===== config.mk =====
export PLATFORM = sky130hd
export DESIGN_NAME = pfwp_gate
export DESIGN_NICKNAME = d
export VERILOG_FILES = /design/src/rtl/pfwp_pkg.sv /design/src/rtl/pfwp_supply_fsm.sv /design/src/rtl/pfwp_batt_flag.sv /design/src/rtl/pfwp_access.sv /design/src/rtl/pfwp_gate.sv
export SDC_FILE = /design/constraint.sdc
export NUM_CORES = 1
export LEC_CHECK = 0
export CAP_MARGIN = 20
export CORE_MARGIN = 3
export CORE_UTILIZATION = 32
export CTS_CLUSTER_DIAMETER = 100
export DETAILED_ROUTE_END_ITERATION = 8
export PLACE_DENSITY = 0.67
export SYNTH_ARGS = -nofsm -noshare
export SYNTH_HDL_FRONTEND = slang
export SYNTH_SLANG_ARGS = --single-unit

===== constraint.sdc =====
create_clock -name clk -period 2.17 [get_ports clk]
set_input_delay 0.434 -clock clk [delete_from_list [all_inputs] [get_ports clk]]
set_output_delay 0.434 -clock clk [all_outputs]
set_load 0.005 [all_outputs]

===== src/rtl/pfwp_pkg.sv =====
`timescale 1ns/1ps
package pfwp_pkg;

    typedef enum logic [1:0] {
        MODE_NORMAL  = 2'd0,
        MODE_DESEL   = 2'd1,
        MODE_RECOVER = 2'd2,
        MODE_BACKUP  = 2'd3
    } mode_t;

    typedef enum logic [2:0] {
        ST_DESEL,
        ST_BACKUP,
        ST_RECOVER,
        ST_NORMAL,
        ST_LAG
    } sup_st_t;

    typedef enum logic [2:0] {
        ACC_OFF,
        ACC_STANDBY,
        ACC_READ,
        ACC_WRITE,
        ACC_HIZ
    } acc_t;

    function automatic int us_to_cyc(input int mhz, input int us);
        return mhz * us;
    endfunction

    function automatic int ns_to_cyc(input int mhz, input int ns);
        return (mhz * ns + 999) / 1000;
    endfunction

endpackage


===== src/rtl/pfwp_supply_fsm.sv =====
`timescale 1ns/1ps
module pfwp_supply_fsm
    import pfwp_pkg::*;
#(
    parameter int REC_CYC = 8000000,
    parameter int LAG_CYC = 40000
) (
    input  logic  clk,
    input  logic  rst_n,
    input  logic  sup_ok,
    input  logic  sup_sw_ok,
    output mode_t mode_o,
    output logic  access_en_o,
    output logic  sample_o
);

    localparam int MAXC = (REC_CYC > LAG_CYC) ? REC_CYC : LAG_CYC;
    localparam int CW   = $clog2(MAXC + 1);
    localparam logic [CW-1:0] REC_LAST = CW'(REC_CYC - 1);
    localparam logic [CW-1:0] LAG_LAST = CW'((LAG_CYC > 0) ? LAG_CYC - 1 : 0);

    sup_st_t         st_q, st_d, fall_st;
    logic [CW-1:0]   cnt_q;

    // a zero lag collapses the drop path straight into deselect
    generate
        if (LAG_CYC == 0) begin : g_nolag
            assign fall_st = ST_DESEL;
        end else begin : g_lag
            assign fall_st = ST_LAG;
        end
    endgenerate

    always_comb begin
        st_d = st_q;
        unique case (st_q)
            ST_BACKUP: begin
                if (sup_sw_ok) st_d = ST_DESEL;
            end
            ST_DESEL: begin
                if (!sup_sw_ok)  st_d = ST_BACKUP;
                else if (sup_ok) st_d = ST_RECOVER;
            end
            ST_RECOVER: begin
                if (!sup_ok)                st_d = sup_sw_ok ? ST_DESEL : ST_BACKUP;
                else if (cnt_q == REC_LAST) st_d = ST_NORMAL;
            end
            ST_NORMAL: begin
                if (!sup_ok) st_d = fall_st;
            end
            ST_LAG: begin
                if (sup_ok)                 st_d = ST_NORMAL;
                else if (cnt_q == LAG_LAST) st_d = ST_DESEL;
            end
            default: st_d = ST_DESEL;
        endcase
    end

    // state register
    always_ff @(posedge clk or negedge rst_n) begin
        if (!rst_n) begin
            st_q <= ST_DESEL;
        end else begin
            st_q <= st_d;
        end
    end

    // dwell counter, cleared on every state change
    always_ff @(posedge clk or negedge rst_n) begin
        if (!rst_n) begin
            cnt_q <= '0;
        end else if (st_d != st_q) begin
            cnt_q <= '0;
        end else if (st_q == ST_RECOVER || st_q == ST_LAG) begin
            cnt_q <= cnt_q + 1'b1;
        end
    end

    // outputs
    always_comb begin
        mode_o      = MODE_DESEL;
        access_en_o = 1'b0;
        unique case (st_q)
            ST_BACKUP:  mode_o = MODE_BACKUP;
            ST_DESEL:   mode_o = MODE_DESEL;
            ST_RECOVER: mode_o = MODE_RECOVER;
            ST_NORMAL, ST_LAG: begin
                mode_o      = MODE_NORMAL;
                access_en_o = 1'b1;
            end
            default:    mode_o = MODE_DESEL;
        endcase
        sample_o = (st_q == ST_DESEL) && (st_d == ST_RECOVER);
    end

endmodule


===== src/rtl/pfwp_batt_flag.sv =====
`timescale 1ns/1ps
module pfwp_batt_flag (
    input  logic clk,
    input  logic rst_n,
    input  logic sample,
    input  logic batt_low,
    input  logic en,
    input  logic wr_act,
    output logic nok
);

    logic wr_q;

    always_ff @(posedge clk or negedge rst_n) begin
        if (!rst_n) begin
            nok  <= 1'b0;
            wr_q <= 1'b0;
        end else begin
            wr_q <= wr_act;
            if (sample) begin
                nok <= batt_low;
            end else if (nok && en && wr_q && !wr_act) begin
                // vetoed write finished while access still enabled
                nok <= 1'b0;
            end
        end
    end

endmodule


===== src/rtl/pfwp_access.sv =====
`timescale 1ns/1ps
module pfwp_access
    import pfwp_pkg::*;
#(
    parameter int ADDR_W = 15,
    parameter int DATA_W = 8
) (
    input  logic              en,
    input  logic              veto,
    input  logic              ce_n,
    input  logic              oe_n,
    input  logic              we_n,
    input  logic [ADDR_W-1:0] addr,
    input  logic [DATA_W-1:0] wdata,
    input  logic [DATA_W-1:0] arr_rdata,
    output logic [ADDR_W-1:0] arr_addr,
    output logic [DATA_W-1:0] arr_wdata,
    output logic              arr_we,
    output logic [DATA_W-1:0] host_rdata,
    output logic              host_drive,
    output logic              wr_act
);

    acc_t acc;

    always_comb begin
        if (!en)        acc = ACC_OFF;
        else if (ce_n)  acc = ACC_STANDBY;
        else if (!we_n) acc = ACC_WRITE;
        else if (!oe_n) acc = ACC_READ;
        else            acc = ACC_HIZ;
    end

    always_comb begin
        arr_addr   = '0;
        arr_wdata  = '0;
        arr_we     = 1'b0;
        host_rdata = '0;
        host_drive = 1'b0;
        wr_act     = 1'b0;
        unique case (acc)
            ACC_READ: begin
                arr_addr   = addr;
                host_rdata = arr_rdata;
                host_drive = 1'b1;
            end
            ACC_WRITE: begin
                arr_addr  = addr;
                arr_wdata = wdata;
                arr_we    = !veto;
                wr_act    = 1'b1;
            end
            ACC_HIZ:     arr_addr = addr;
            ACC_STANDBY: arr_addr = '0;
            ACC_OFF:     arr_addr = '0;
            default:     arr_addr = '0;
        endcase
    end

endmodule


===== src/rtl/pfwp_gate.sv =====
`timescale 1ns/1ps
module pfwp_gate
    import pfwp_pkg::*;
#(
    parameter int ADDR_W  = 15,
    parameter int DATA_W  = 8,
    parameter int CLK_MHZ = 200,
    parameter int REC_US  = 40000,
    parameter int LAG_NS  = 200000
) (
    input  logic              clk,
    input  logic              rst_n,
    input  logic              sup_ok,
    input  logic              sup_sw_ok,
    input  logic              batt_low,
    input  logic              host_ce_n,
    input  logic              host_oe_n,
    input  logic              host_we_n,
    input  logic [ADDR_W-1:0] host_addr,
    input  logic [DATA_W-1:0] host_wdata,
    output logic [DATA_W-1:0] host_rdata,
    output logic              host_drive,
    output logic [ADDR_W-1:0] arr_addr,
    output logic [DATA_W-1:0] arr_wdata,
    output logic              arr_we,
    input  logic [DATA_W-1:0] arr_rdata,
    output logic [1:0]        mode,
    output logic              batt_nok
);

    localparam int REC_CYC = us_to_cyc(CLK_MHZ, REC_US);
    localparam int LAG_CYC = ns_to_cyc(CLK_MHZ, LAG_NS);

    mode_t mode_s;
    logic  access_en;
    logic  sample;
    logic  wr_act;

    pfwp_supply_fsm #(
        .REC_CYC (REC_CYC),
        .LAG_CYC (LAG_CYC)
    ) fsm_i (
        .clk         (clk),
        .rst_n       (rst_n),
        .sup_ok      (sup_ok),
        .sup_sw_ok   (sup_sw_ok),
        .mode_o      (mode_s),
        .access_en_o (access_en),
        .sample_o    (sample)
    );

    pfwp_batt_flag flag_i (
        .clk      (clk),
        .rst_n    (rst_n),
        .sample   (sample),
        .batt_low (batt_low),
        .en       (access_en),
        .wr_act   (wr_act),
        .nok      (batt_nok)
    );

    pfwp_access #(
        .ADDR_W (ADDR_W),
        .DATA_W (DATA_W)
    ) acc_i (
        .en         (access_en),
        .veto       (batt_nok),
        .ce_n       (host_ce_n),
        .oe_n       (host_oe_n),
        .we_n       (host_we_n),
        .addr       (host_addr),
        .wdata      (host_wdata),
        .arr_rdata  (arr_rdata),
        .arr_addr   (arr_addr),
        .arr_wdata  (arr_wdata),
        .arr_we     (arr_we),
        .host_rdata (host_rdata),
        .host_drive (host_drive),
        .wr_act     (wr_act)
    );

    assign mode = mode_s;

endmodule


Word-level counts from Yosys, hierarchy flattened:

Index checks and enable logic that the tools add are counted.

* reduce and logical (&&, ||, !) cells: 12
* eq/ne operators: 11
* multiplexer cells: 26
* add/subtract/negate cells: 1

Operators with widths (number)
* $mux 23: 2
* $mux 3: 12
* $add 23x1->23 const B: 1
* $eq 23x16->1 const B: 1
* $eq 23x23->1 const B: 1
* $mux 8: 2
* $eq 3x2->1 const B: 5
* $mux 15: 1
* $pmux 3 s5: 1
* $mux 1: 7
* $eq 3x3->1 const B: 2
* $pmux 2 s3: 1
* $logic_and 1x1->1: 4
* $reduce_bool 2->1: 2
* $eq 3x1->1 const B: 1
* $logic_not 3->1: 1
* $ne 3x3->1: 1
* $reduce_or 3->1: 1
* $logic_not 1->1: 2
* $reduce_or 2->1: 1
* $logic_or 1x1->1: 1

* logic and storage cells: 54
* bits in registers: 28
* output and inout bits: 36

Logic depth before layout (Yosys ltp):

* depth after elaboration: 10
* mapped depth: 6
* depth with buffers taken out: 5

Modules after synthesis:

From an unflattened synthesis, not the netlist that was laid out.

* cell total of the unflattened synthesis: 212
* area total of the unflattened synthesis: 1873.0 um^2

By module, submodules not included
* pfwp_supply_fsm: instances 1, cells each 170, seq. area each 650.6 um^2, area an instance 1560.2 um^2
* pfwp_access: instances 1, cells each 37, seq. area each 0.0 um^2, area an instance 240.2 um^2
* pfwp_batt_flag: instances 1, cells each 5, seq. area each 50.0 um^2, area an instance 72.6 um^2

Worst setup path before layout:

Ideal clock, no wire load.

* path type: register to output
* start point: register fsm_i.st_q[1]
* end point: output host_rdata[0]
* arrival time: 1710 ps
* data required time: 1736 ps
* stages on the path, launching flop included: 7
* path slack: 26 ps
* cell sequence: dfrtp_1 -> buf_6 -> or3b_2 -> a21oi_1 -> and3b_1 -> buf_2 -> and2_1

* cells in the longest elaborated chain, start to end: 6
* elaborated cells on any way between the ends: 7

RTL lines
* start: declaration: RTL line pfwp_supply_fsm.sv:22 `sup_st_t st_q, st_d, fall_st;`
* start signal: assignment: RTL line pfwp_supply_fsm.sv:64 `st_q <= st_d;`
* $eq 3x2->1 / $eq 3x3->1 (equally long branches): RTL line pfwp_supply_fsm.sv:83 `unique case (st_q)`
* $reduce_or 2->1 (*): RTL line pfwp_supply_fsm.sv:83
* $mux 1 (*): RTL line pfwp_supply_fsm.sv:83
* $mux 3 (*): RTL line pfwp_access.sv:27 `if (!en) acc = ACC_OFF;`
* $eq 3x2->1 (*): RTL line pfwp_access.sv:41 `unique case (acc)`
* $mux 8 (*): RTL line pfwp_access.sv:41
* end: declaration: RTL line pfwp_gate.sv:21 `output logic [DATA_W-1:0] host_rdata,`

Mark *: on every way between the ends. The rest lies on a longest branch, timed or not.

Worst setup path after layout:

* start point: register fsm_i.st_q[1]
* end point: output host_rdata[2]

The elaborated chain is that of the path after synthesis.

==> run summary <==
Status: finished, violations left
Failing checks: setup timing
CTS Buf Count: 3
#FFs+latches synth: 28
Setup WS post-layout: -157 ps
Remaining DRCs: 0
RSZ-0062 raised after global routing: yes
Final setup viols: 21
Post-Syn Area: 2040 um^2
Filler Cells Inserted: 545
Total iterations of the first detailed-routing run: 4
CP delay by family, top: simple AND/OR/NAND/NOR gates
WS Path Type: reg -> out
I/O pin cnt: 75
Total grt overflow: 0
Worst path slowest cell: or3b_4
Synth area leaders: dfrtp_1 (34%), and2_1 (9.5%), a32oi_1 (4.3%), xnor2_1 (4.3%), buf_6 (3.9%)
Worst min path class: in -> async
DRT iter0 DRCs: 101
Non-filler cells in the finished layout: 413
Area growth syn-to-layout: 64.0%
Layout cells sized above 1: 37.3%
CTS HTree Levels: 1
Ys Warns: 0
DR WL/cell: 15.6 um
Peak Freq: 0.430 GHz
Post-DP HPWL: 4.41 mm
Pleak: 1.39 nW
Final Hold Vio Count: 0
Row cnt: 28
Worst reg-to-reg path cell count: 6
Critical Path End Type: output pin
Die width: 85.9 um
Bufs and invs on worst path: 2
Yosys cell types: 47
Max Cap Violations: 0
Worst-Margin Slew: 677 ps
Starting Density: 33.7%
CP required: 1740 ps
Vias in the first global route: 2,103
Die Y: 85.9 um
Min cycle time layout: 2330 ps
Diode count: 0
Yosys top cell area share: 34.3%
Worst-path cell chain: or3b_4 > a21oi_4 > and3b_2 > buf_6 > and2_1 > buf_2
Placement Setup Slack: -266 ps
Mapped Cells: 223
Initial antenna violation count: 0
CTS Hold Bufs: 0
Tcrit/Tclk final: 107%
Post-DR vias/cell: 5.28
DR vias: 2,180
Mapped Nets: 263
Port-buffer cells: 74
Largest net degree at the start of global routing: 29
Power Dens Cells: 391 nW/um^2
Util after Layout: 55.2%
Async set-reset flop share out of synthesis: 100%
Most frequent cells in the layout: buf_6 (39), clkdlybuf4s50_1 (39), buf_4 (32), dfrtp_1 (28), and2_4 (21)
DRT antenna net count: 0
Multi-input logic area: 1310 um^2
Mean Syn Cell Area: 9.15 um^2
Cell Area, Placed: 2970 um^2
Sequential area share after synthesis: 34.3%
Die area: 7370 um^2
WL final: 6.45 mm
Worst IR Drop VDD: 0.218 mV
CP max FO: 4
Worst Skew: 5.66 ps
Core area: 6060 um^2
Post-synth top area cell: dfrtp_1
Crit-path max cell delay: 420 ps
Clock buffer depth: 2
Post-synth EDFFs: 0
WHS: 530 ps
Max Slew Vio Count: 0
Skew-Pair Late Insertion Delay: 270 ps
Reg area: 701 um^2
Num Clock Sinks: 28
Total stage count of the critical path: 6
Layout net count: 380
Main synth FF type: dfrtp_1
Post-route cell area: 3350 um^2
Root cell of the clock tree: clkbuf_8
GPL Wtd Cong: 0.796
CTS tree: done
Slew headroom: 54.9%
First-pass GRT wire length: 10.4 mm
Inst Count DP: 385
CTS clk-pin slew, worst paths: 90 ps
Crit path DAT: 1890 ps
Nature of the critical path startpoint: flop
GRT Total Usage: 17.1%
==> per-stage QoR <==
stage / TNS [ps] / power [mW]
floorplan: 0 / 0.742
global placement: -5900 / 0.942
detailed placement: -5920 / 0.945
CTS: -1680 / 1.29
global route: -4110 / 1.38
finish: -1560 / 1.31
==> registers in the layout, summed over array words and instances (netlist names) <==
signal / count
flag_i.nok: 1
flag_i.wr_q: 1
fsm_i.st_q: 3
fsm_i.cnt_q: 23
==> final cells by class <==
type                            count  area share [%]
Clock buffer                        3            1.23
Inverter                            7           0.785
Multi-Input combinational cell    175            39.1
Sequential cell                    28            20.9
Tap cell                           75            2.80
Timing Repair Buffer              125            35.1
==> synthesized netlist by cell type, types with 2 or more instances <==
library cell    count
and2_1             31
dfrtp_1            28
a21oi_1            10
a32oi_1            10
nor2_1             10
o31ai_1            10
or4_1              10
xnor2_1            10
nand3_1             9
nand2_1             8
buf_6               7
inv_1               7
o21ai_0             7
a31oi_1             6
nor4_1              6
nand4_1             5
or3_1               5
nor3_1              4
and4_1              3
clkbuf_1            3
buf_2               2
dlymetal6s2s_1      2
nand3b_1            2
nor2b_1             2
nor3b_1             2
nor4b_1             2
o41ai_2             2
==> logic make-up (layout without fill, tap and decap cells) <==
logic type	count (synthesis)	after routing	synth area share (%)
XOR/XNOR	10	10	4.29
buffers and inverters	21	135	7.42
AND/OR/NAND/NOR	110	111	33.7
AO/OA/AOI/OAI	51	51	18.6
multiplexers	2	2	1.04
adder cells (fa/ha/maj)	1	1	0.613
flip-flops	28	28	34.3
==> metal layers <==
metal	share of wire (%)	track usage (%)
met1	40	20.6
met2	52	32.5
met3	6.8	2.21
met4	0.85	3.02
met5	0	0
==> timing repair <==
item | 4_1_cts | 5_1_grt
setup endpoints to repair | 34 | 43
pin swaps | 27 | 9
gates resized for setup | 176 | 31
setup buffers | 21 | 2
cloned | 3 | 0
endpoints found under the hold margin | 0 | 0
==> worst paths after layout <==
| check | start | end | slack [ps] |
|---|---|---|---|
| setup / recovery | fsm_i.st_q[1]$_DFF_PN0_ | host_rdata[2] | -160 |
| hold / removal | rst_n | fsm_i.cnt_q[21]$_DFFE_PN0P_ | 530 |
| setup reg to reg | fsm_i.st_q[2]$_DFF_PN0_ | fsm_i.cnt_q[21]$_DFFE_PN0P_ | 130 |
| hold reg to reg | fsm_i.cnt_q[22]$_DFFE_PN0P_ | fsm_i.cnt_q[22]$_DFFE_PN0P_ | 580 |
| max in group asynchronous | rst_n | fsm_i.cnt_q[9]$_DFFE_PN0P_ | 1370 |
| min in group clk | fsm_i.cnt_q[22]$_DFFE_PN0P_ | fsm_i.cnt_q[22]$_DFFE_PN0P_ | 580 |
==> report_power, final <==
part / internal (mW) / total, mW / switching (mW)
Sequential: 0.540 / 0.555 / 0.0154
Combinational: 0.271 / 0.477 / 0.205
Clock: 0.125 / 0.276 / 0.152
Total: 0.936 / 1.31 / 0.372
(Power assumes the default switching activity.)
